$ cat config.mk
export PLATFORM = sky130hd
export DESIGN_NAME = bus_arb2
export DESIGN_NICKNAME = d
export VERILOG_FILES = /design/src/rtl/bus_arb_pkg.sv /design/src/rtl/arb_owner_ctrl.sv /design/src/rtl/arb_path_mux.sv /design/src/rtl/bus_arb2.sv
export SDC_FILE = /design/constraint.sdc
export NUM_CORES = 1
export LEC_CHECK = 0
export ABC_CLOCK_PERIOD_IN_PS = 2800
export BUFFER_PORTS_ARGS = -buffer_cell sky130_fd_sc_hd__buf_2
export CORE_AREA = 2 2 80 82
export DETAILED_ROUTE_END_ITERATION = 12
export DIE_AREA = 0 0 82 84
export GPL_TIMING_DRIVEN = 0
export PLACE_DENSITY = 0.71
export SLEW_MARGIN = 30
export SYNTH_ARGS = -nofsm -noshare
export SYNTH_HDL_FRONTEND = slang
export SYNTH_SLANG_ARGS = --single-unit
$ cat constraint.sdc
create_clock -name clk -period 2.8 [get_ports clk]
set_input_delay 0.28 -clock clk [delete_from_list [all_inputs] [get_ports clk]]
set_output_delay 0.28 -clock clk [all_outputs]
set_load 0.03 [all_outputs]
$ cat src/rtl/bus_arb_pkg.sv
package bus_arb_pkg;

    // One-hot ownership code; 2'b00 means no master.
    typedef enum logic [1:0] {
        OWN_NONE = 2'b00,
        OWN_M1   = 2'b01,
        OWN_M2   = 2'b10
    } owner_e;

    // Owner keeps the bus while requesting; otherwise master 1 has priority.
    function automatic owner_e pick_owner(input logic req1, input logic req2,
                                          input owner_e cur);
        owner_e res;
        if (cur == OWN_M1 && req1)      res = OWN_M1;
        else if (cur == OWN_M2 && req2) res = OWN_M2;
        else if (req1)                  res = OWN_M1;
        else if (req2)                  res = OWN_M2;
        else                            res = OWN_NONE;
        return res;
    endfunction

endpackage

$ cat src/rtl/arb_owner_ctrl.sv
module arb_owner_ctrl
    import bus_arb_pkg::*;
(
    input  logic       clk,
    input  logic       rst,
    input  logic [1:0] req,
    input  logic       ready,
    output logic [1:0] grant,
    output owner_e     addr_sel,
    output owner_e     data_sel
);

    owner_e next_owner;

    always_comb begin
        if (rst)
            next_owner = OWN_NONE;
        else if (ready)
            next_owner = pick_owner(req[0], req[1], addr_sel);
        else
            next_owner = addr_sel;
        grant = 2'(next_owner);
    end

    always_ff @(posedge clk) begin
        if (rst) begin
            addr_sel <= OWN_NONE;
            data_sel <= OWN_NONE;
        end else if (ready) begin
            addr_sel <= next_owner;
            data_sel <= addr_sel;
        end
    end

    // never two grants
    p_grant_onehot_r2: assert property (@(posedge clk) $onehot0(grant));

    // no preemption of a requesting owner
    p_no_preempt_r4: assert property (@(posedge clk) disable iff (rst)
        ((addr_sel == OWN_M1 && req[0]) || (addr_sel == OWN_M2 && req[1]))
        |-> (grant == 2'(addr_sel)));

    // data owner trails address owner by one ready cycle
    p_data_trails_r6: assert property (@(posedge clk) disable iff (rst)
        ready |=> (data_sel == $past(addr_sel)));

    // stall freezes both selects
    p_stall_hold_r7: assert property (@(posedge clk) disable iff (rst)
        !ready |=> ($stable(addr_sel) && $stable(data_sel)));

endmodule

$ cat src/rtl/arb_path_mux.sv
module arb_path_mux
    import bus_arb_pkg::*;
#(
    parameter int W = 32
) (
    input  owner_e         sel,
    input  logic [W-1:0]   in_m1,
    input  logic [W-1:0]   in_m2,
    output logic [W-1:0]   out
);

    always_comb begin
        unique case (sel)
            OWN_M1:  out = in_m1;
            OWN_M2:  out = in_m2;
            default: out = '0;
        endcase
    end

endmodule

$ cat src/rtl/bus_arb2.sv
module bus_arb2
    import bus_arb_pkg::*;
#(
    parameter int ADDR_W = 32,
    parameter int DATA_W = 32
) (
    input  logic              clk,
    input  logic              rst,
    input  logic              m1_req,
    input  logic [ADDR_W-1:0] m1_addr,
    input  logic              m1_write,
    input  logic [DATA_W-1:0] m1_wdata,
    output logic              m1_grant,
    input  logic              m2_req,
    input  logic [ADDR_W-1:0] m2_addr,
    input  logic              m2_write,
    input  logic [DATA_W-1:0] m2_wdata,
    output logic              m2_grant,
    input  logic              s_ready,
    output logic [ADDR_W-1:0] s_addr,
    output logic              s_write,
    output logic [DATA_W-1:0] s_wdata,
    output logic [1:0]        addr_owner,
    output logic [1:0]        data_owner
);

    localparam int CTRL_W = ADDR_W + 1;

    logic [1:0]        grant_vec;
    owner_e            a_sel;
    owner_e            d_sel;
    logic [CTRL_W-1:0] ctrl_out;

    arb_owner_ctrl u_ctrl (
        .clk      (clk),
        .rst      (rst),
        .req      ({m2_req, m1_req}),
        .ready    (s_ready),
        .grant    (grant_vec),
        .addr_sel (a_sel),
        .data_sel (d_sel)
    );

    arb_path_mux #(.W(CTRL_W)) u_addr_mux (
        .sel   (a_sel),
        .in_m1 ({m1_write, m1_addr}),
        .in_m2 ({m2_write, m2_addr}),
        .out   (ctrl_out)
    );

    arb_path_mux #(.W(DATA_W)) u_wdata_mux (
        .sel   (d_sel),
        .in_m1 (m1_wdata),
        .in_m2 (m2_wdata),
        .out   (s_wdata)
    );

    assign m1_grant   = grant_vec[0];
    assign m2_grant   = grant_vec[1];
    assign s_write    = ctrl_out[CTRL_W-1];
    assign s_addr     = ctrl_out[ADDR_W-1:0];
    assign addr_owner = 2'(a_sel);
    assign data_owner = 2'(d_sel);

    // reset holds grants low
    p_reset_nogrant_r1: assert property (@(posedge clk)
        rst |-> (!m1_grant && !m2_grant));

    // address owner follows the previous grant
    p_addr_follows_grant_r5: assert property (@(posedge clk) disable iff (rst)
        s_ready |=> (addr_owner == $past({m2_grant, m1_grant})));

    // idle address phase drives zero
    p_idle_zero_r8: assert property (@(posedge clk) disable iff (rst)
        (addr_owner == 2'b00) |-> (s_addr == '0 && !s_write));

    // address steering from master 2
    p_addr_steer_r9: assert property (@(posedge clk) disable iff (rst)
        (addr_owner == 2'b10) |-> (s_addr == m2_addr && s_write == m2_write));

endmodule

Word-level counts from Yosys, hierarchy flattened
Index checks and enable logic that the tools add are counted.
Widths: inputs -> output; s select.
{"block": "word_totals", "reg_bits": 4, "input_bits": 135, "out_inout_bits": 71}
{"block": "classes", "n_eq_ne": 4, "mux": 8, "n_reduce_logical": 2}
{"cell": "$pmux 33 s2", "count": 1}
{"cell": "$pmux 32 s2", "count": 1}
{"cell": "$mux 2", "count": 6}
{"cell": "$eq 2x1->1 const B", "count": 2}
{"cell": "$eq 2x2->1 const B", "count": 2}
{"cell": "$logic_and 1x1->1", "count": 2}

Depth between registers and ports, before layout
Gate-level depths: netlist (run 1).
{"block": "logic_depth", "ltp_word": 6, "mapped_depth": 6, "ltp_nobuf": 4}

By module
Synthesis (run 1) repeated with hierarchy kept, for this count alone.
{"block": "unflattened", "hier_cells": 178, "hier_area_um2": 1370.1}
{"module": "arb_path_mux (u_addr_mux)", "instances": 1, "cells_each": 82, "area_per_inst_um2": 708.2, "seq_area_each_um2": 0.0}
{"module": "arb_path_mux (u_wdata_mux)", "instances": 1, "cells_each": 77, "area_per_inst_um2": 489.2, "seq_area_each_um2": 0.0}
{"module": "arb_owner_ctrl", "instances": 1, "cells_each": 19, "area_per_inst_um2": 172.7, "seq_area_each_um2": 80.1}

Worst setup path before layout (run 1)
Ideal clock, no wire load.
{"block": "synth_timing", "path_type": "register -> output", "start": "register u_ctrl.addr_sel[1]", "end": "output port m2_grant", "arrival_ns": 1.896, "setup_slack_ns": 0.624, "path_stages_with_launch": 6, "path_buffers": 1, "path_cell_list": "dfxtp_1 > inv_1 > ha_1 > buf_2 > nand2b_4 > a311oi_1"}
{"block": "synth_via", "elab_chain_cells": 6}
{"element": "start: declaration", "line": "arb_owner_ctrl.sv:9", "source": "output owner_e addr_sel,"}
{"element": "start signal: assignment", "line": "arb_owner_ctrl.sv:30", "source": "addr_sel <= next_owner;"}
{"element": "$eq 2x2->1", "line": "bus_arb_pkg.sv:15", "source": "else if (cur == OWN_M2 && req2) res = OWN_M2;"}
{"element": "$logic_and 1x1->1", "line": "bus_arb_pkg.sv:15"}
{"element": "$mux 2", "line": "bus_arb_pkg.sv:15"}
{"element": "$mux 2", "line": "bus_arb_pkg.sv:14", "source": "if (cur == OWN_M1 && req1) res = OWN_M1;"}
{"element": "$mux 2 *", "line": "arb_owner_ctrl.sv:18", "source": "else if (ready)"}
{"element": "$mux 2 *", "line": "arb_owner_ctrl.sv:16", "source": "if (rst)"}
{"element": "end: declaration", "line": "bus_arb2.sv:18", "source": "output logic m2_grant,"}
Mark *: on every way between the ends. The rest lies on a longest branch, timed or not.

Final worst setup path (run 1)
{"block": "layout_timing", "start": "register u_ctrl.addr_sel[0]", "end": "output port s_addr[12]"}
{"block": "layout_via", "elab_chain_cells": 2}
{"element": "$eq 2x2->1 / $eq 2x1->1 (equally long branches)", "line": "arb_path_mux.sv:13", "source": "unique case (sel)"}
{"element": "$pmux 33 s2 *", "line": "arb_path_mux.sv:13"}
{"element": "end: declaration", "line": "bus_arb2.sv:20", "source": "output logic [ADDR_W-1:0] s_addr,"}
Marks and branches as above.

==> qor.yml, run 1 <==
status: "completed"
final_net_count: 524
avgSynthCellArea_um2: 6.18
drc_errors: 0
ys_seq_elements: 4
ys_types: 15
critPathLaunchType: "flip-flop"
rsz0062_at_grt: "no"
arrival_ns: 1.76
max_stage_delay_ns: 0.39
hold_buffers: 0
io_pins: 206
worstSetupPathType: "reg -> out"
layout_min_cycle_time_ns: 2.04
final_cell_mix: "217 x buf_2, 67 x nor2_1, 65 x a22oi_1"
wl_per_cell_um: 12.2
postCtsSetupBuffers: 0
grt_max_degree: 11
synthAdderAreaFrac_pct: 4.60
slew_violations: 0
r2r-start: "u_ctrl.addr_sel[1]$_SDFFE_PP0P_"
setup_tns_ns: 0
finalHoldViolCount: 0
p_per_area_mw_per_mm2: 201
rr_worst_depth: 5
syn2layout_area_growth_pct: 107
grt.overflow.total: 0
crit_required_ns: 2.52
slew_headroom_pct: 71.3
cap_viol_max_count: 0
synthSimpleGateAreaFrac_pct: 26.2
critPathMaxFanout: 10
hold_path_end: "u_ctrl.addr_sel[1]$_SDFFE_PP0P_"
stdcell_count: 460
yosys_warnings: 0
coreArea_mm2: 0.00610
fin_total_pwr_mw: 0.452
cts-htree-levels: 1
rows: 29
initial_core_util_pct: 17.8
crit_chain: "inv_1 -> ha_1 -> clkbuf_2 -> clkbuf_1 -> nor2_1 -> buf_2"
final.period_utilization_pct: 72.9
clock-skew-final_ns: 0.00162
die-area_mm2: 0.00689
tightest_slew_ns: 0.430
vias: 2133
synth_top_family_by_area: "compound AO/OA/AOI/OAI gates"
grt.total_usage_pct: 14.9
ant_nets: 0
grt_pass1_wl_um: 8450
cts-root-buf: "clkbuf_8"
peakVddDrop_mv: 0.155
critical-path-top-delay-family: "buffers and inverters"
reg2reg_slack_ns: 1.52
drive_above_1_share_pct: 58.5
setup_viol: 0
synth-xor-area-share_pct: 0
fp.dieH_um: 84
die_x_um: 82
dr_wl_met2_um: 2850
ys_seq_area_share_pct: 7.36
drt-total-wl_um: 5610
synth_compound_area_share_pct: 46.5
path_buf_inv: 4
utilization_pct: 36.8
avgViaCountPerCell: 4.64
dpl_worst_slack_ns: 0.945
end_kind: "primary output"
synth.cell_area_mm2: 0.00109
top_layer_used: "met4"
first_pass_iters: 4
cts_tree: "yes"
portBuffers: 204
synth_nets: 315
hold_path.class: "in -> reg"
slowest_stage: "dfxtp_1"
met1_length_um: 2160
cts_resized: 0
syn_inst: 176
yosys.area.top_type_share_pct: 44.9
drt_iter0_markers: 63
cts.clk_slew.worst_paths_ns: 0.03
setup_slack_ns: 0.759
r2r-end: "u_ctrl.addr_sel[1]$_SDFFE_PP0P_"
nFillCells: 677
p_leak_nw: 1.25
diodes: 0
synth_mux_area_share_pct: 3.68
fmax_mhz: 490
grt_antenna_before_repair: 0
dpl.hpwl_um: 4920
hold_path_depth: 2
grt_pass1_vias: 1967
holdCritStartpoint: "m1_req"
dp_cells: 457
cts_sinks: 4
synth.largest_area_cell: "a22oi_1"
cts_buffers: 3
mostFrequentLayoutCell: "buf_2"
clk_latency_ns: 0.21
route.met3.wl_um: 546
gp_congestion: 0.771
yosys-top-cells-area: "a22oi_1 45%, nor2_1 23%, dfxtp_1 7.4%, buf_2 6.0%, ha_1 4.6%"
cts.path.max_buffers: 2
[layer usage]
layer  vias to the layer above  track usage (%)
met2                       136             28.8
met1                       928             17.0
met4                         0             2.73
met3                         6             1.62
met5                         -                0
li1                       1063                -
[power by group]
part	switching, mW	leakage, nW	internal, mW
Combinational	0.149	1.20	0.122
Clock	0.0262	0.0216	0.0913
Sequential	0.00351	0.0327	0.0600
Total	0.178	1.25	0.273
[layout make-up]
cell class                 count  area, um2  share of cell area [%]
timing repair buffer         204       1020                    45.5
clock buffer                   3       41.3                    1.84
sequential                     4       80.1                    3.57
tap                           77       96.3                    4.29
buffer                        22        111                    4.96
multi-input combinational    146        881                    39.2
inverter                       4       15.0                   0.669
[synth_stat cells]
| cell type | n |
|---|---|
| dfxtp_1 | 4 |
| mux2i_1 | 4 |
| nor3_1 | 2 |
| buf_4 | 1 |
| a311oi_1 | 2 |
| buf_2 | 13 |
| nand2b_4 | 1 |
| inv_1 | 4 |
| ha_1 | 4 |
| a22oi_1 | 65 |
| nor2_1 | 67 |
| and4b_1 | 1 |
| buf_6 | 1 |
| clkbuf_1 | 6 |
| clkbuf_2 | 1 |
[worst max-delay path by stage]
stage | cells past startpoint | slack [ns] | start | end
final | 6 | 0.76 | u_ctrl.addr_sel[0]$_SDFFE_PP0P_ | s_addr[12]
after global routing | 6 | 0.60 | u_ctrl.addr_sel[0]$_SDFFE_PP0P_ | s_addr[7]
after CTS | 6 | 0.72 | u_ctrl.addr_sel[0]$_SDFFE_PP0P_ | s_addr[12]
after detailed placement | 6 | 0.94 | u_ctrl.addr_sel[0]$_SDFFE_PP0P_ | s_addr[12]
after global placement | 6 | 0.97 | u_ctrl.addr_sel[0]$_SDFFE_PP0P_ | s_addr[12]
after floorplan | 5 | 0.62 | u_ctrl.addr_sel[1]$_SDFFE_PP0P_ | m2_grant
[sequential cells by signal (all words and copies together), names as in the netlist]
signal / flops
u_ctrl.addr_sel: 2
u_ctrl.data_sel: 2
[cells by family after synthesis]
kind of cell | after synthesis
muxes | 4
adders and majority gates | 4
DFF | 4
buffers and inverters | 26
and+or+nand+nor | 71
AOI/OAI and AO/OA | 67
[metrics by stage]
stage	hold slack [ns]	instance area, um2
2_1_floorplan	0.352	1090
3_3_place_gp	0.517	2200
3_5_place_dp	0.520	2200
4_1_cts	0.298	2250
5_1_grt	0.318	2250
6_report	0.302	2250
Power figures use the tool's default switching activity.
==> run 2, diff against run 1 <==
Settings changed: ABC_AREA from default to 1, ABC_CLOCK_PERIOD_IN_PS 2800 to 1650, PLACE_DENSITY 0.71 to 0.78.
Clock period 2.8 ns to 1.65 ns, I/O delays scaled along.
==> run 2 against run 1 <==
Non-clock buffer count rose by 5. Sequential share of layout area decreased by 0.59 points. Combinational power grew to 3.4 times the previous value. First-iteration DRC count fell by 51%. Count of clock-buffer cells in the layout unchanged. Clock skew up 0.0011 ns. Final cell count is 17% higher. Register-to-register slack lost 1.0 ns. Clock power rose by 70%. Worst setup slack lost 0.71 ns. Largest power group unchanged. Highest routed layer is now met3.
==> qor.yml, run 2 <==
status: "completed"
hold_path.class: "in -> reg"
ys_types: 13
slew_violations: 0
io_pins: 206
synthAdderAreaFrac_pct: 3.77
synth_enable_flop_cells: 0
cts_sinks: 4
cap_viol_max_count: 0
synth_nets: 390
fin_total_pwr_mw: 1.25
synth.largest_area_cell: "nand2_1"
fmax_mhz: 626
final.period_utilization_pct: 96.9
setup_viol: 0
ant_nets: 0
avgSynthCellArea_um2: 5.28
hold_buffers: 0
grt_max_degree: 11
wl_per_cell_um: 12.2
drc_errors: 0
arrival_ns: 1.43
cts-root-buf: "clkbuf_8"
yosys.area.top_type_share_pct: 38.8
avgViaCountPerCell: 4.43
cts.path.max_buffers: 2
cts_buffers: 3
final_cell_mix: "148 x buf_2, 136 x nand2_1, 59 x a21oi_2"
drive_above_1_share_pct: 67.0
synth_common_cells: "137 x nand2_1, 37 x a21oi_1, 29 x a21oi_2, 10 x buf_2, 8 x inv_1"
synthSimpleGateAreaFrac_pct: 41.4
crit_required_ns: 1.48
clk_latency_ns: 0.21
p_leak_nw: 1.41
yosys-top-cells-area: "nand2_1 39%, a21oi_2 19%, a21oi_1 14%, dfxtp_1 6.0%, buf_6 5.1%"
yosys_most_used_dff: "dfxtp_1"
cts_tree: "yes"
ys_seq_area_share_pct: 6.04
syn_inst: 251
synth_mux_area_share_pct: 0
holdWs_ns: 0.166
rows: 29
yosysMostFrequentCell: "nand2_1"
diodes: 0
slew_headroom_pct: 85.2
clock-skew-final_ns: 0.00272
grt_pass1_wl_um: 9320
mostFrequentLayoutCell: "buf_2"
synth_top_family_by_area: "simple AND/OR/NAND/NOR gates"
gp_congestion: 0.794
finalHoldViolCount: 0
grt.total_usage_pct: 16.6
final_net_count: 604
grt_pass1_vias: 2113
dpl_worst_slack_ns: 0.0783
dpl.hpwl_um: 5410
die-area_mm2: 0.00689
grt_antenna_before_repair: 0
dp_cells: 532
grt.overflow.total: 0
reg_top3: "u_ctrl.addr_sel (2), u_ctrl.data_sel (2)"
fp.dieH_um: 84
die_x_um: 82
cts.clk_slew.worst_paths_ns: 0.03
portBuffers: 204
drt_iter0_markers: 31
synth_compound_area_share_pct: 34.2
peakVddDrop_mv: 0.225
p_per_area_mw_per_mm2: 412
vias: 2394
tightest_slew_ns: 0.222
critPathLaunchType: "flip-flop"
worstSetupPathType: "reg -> out"
layout_min_cycle_time_ns: 1.60
synth-xor-area-share_pct: 0
drt-total-wl_um: 6600
synth.cell_area_mm2: 0.00133
syn2layout_area_growth_pct: 128
stdcell_count: 540
async_flop_share_pct: 0
yosys_warnings: 0
critPathMaxFanout: 10
ys_seq_elements: 4
first_pass_iters: 4
cts-htree-levels: 1
initial_core_util_pct: 21.8
coreArea_mm2: 0.00610
setup_slack_ns: 0.0519
end_kind: "primary output"
==> run 2: cell count changes after synthesis, sizes merged, moves of 7 or more <==
cell    delta
nand2    +137
a21oi     +66
a22oi     -65
nor2      -61
buf        +7
clkbuf     -7
==> run 2: worst max-delay path, cell delays in order (launching register included) <==
cell	delay [ns]
dfxtp_2	0.33
inv_2	0.09
ha_4	0.14
buf_6	0.12
buf_6	0.13
nand2_1	0.09
a21oi_4	0.17
buf_6	0.14
==> run 2: per-layer routing <==
metal	vias up	GRT usage (%)	share of wire (%)
met2	126	33.3	53
met1	1047	17.3	37
met5	-	0	0
li1	1221	-	-
met3	0	3.14	10
met4	0	2.73	0
==> run 2: final timing paths <==
check	from	to	slack, ns	cells past startpoint
min reg2reg	u_ctrl.data_sel[1]$_SDFFE_PP0P_	u_ctrl.data_sel[1]$_SDFFE_PP0P_	0.52	2
max reg2reg	u_ctrl.addr_sel[0]$_SDFFE_PP0P_	u_ctrl.addr_sel[1]$_SDFFE_PP0P_	0.50	7
max	u_ctrl.addr_sel[1]$_SDFFE_PP0P_	s_addr[28]	0.05	7
min	rst	u_ctrl.data_sel[0]$_SDFFE_PP0P_	0.17	2
==> run 2: cells by family (layout without fill, tap and decap cells) <==
logic type / after synthesis / after routing
adders and majority gates: 4 / 4
and+or+nand+nor: 145 / 145
AOI/OAI and AO/OA: 68 / 68
buffers and inverters: 30 / 242
DFF: 4 / 4
==> run 2: metrics by stage <==
step	utilization [%]	cell area, um2	setup TNS (ns)
floorplan	-	1460	0
finish	49.6	3030	0
detailed placement	42.3	2580	0
global placement	42.3	2580	0
CTS	46.2	2820	-0.000165
global route	49.6	3030	-0.00955
==> run 2: where the power goes <==
| group | switching, mW | internal [mW] |
|---|---|---|
| Sequential | 0.0110 | 0.104 |
| Combinational | 0.533 | 0.396 |
| Clock | 0.0457 | 0.155 |
==> run 2: repair_timing <==
action                                  4_1_cts  5_1_grt
endpoints found under the setup margin       61       65
setup buffers                                 0        2
gates cloned                                  1        3
gates resized for setup                      67       66
pin swaps                                     0        5
==> run 2: area by class of cell <==
cell class / count / area [um2]
buffer: 21 / 215
clock buffer: 3 / 41.3
fill: 600 / 3070
inverter: 8 / 32.5
multi-input combinational: 217 / 1260
sequential: 4 / 90.1
tap: 77 / 96.3
timing repair buffer: 210 / 1290
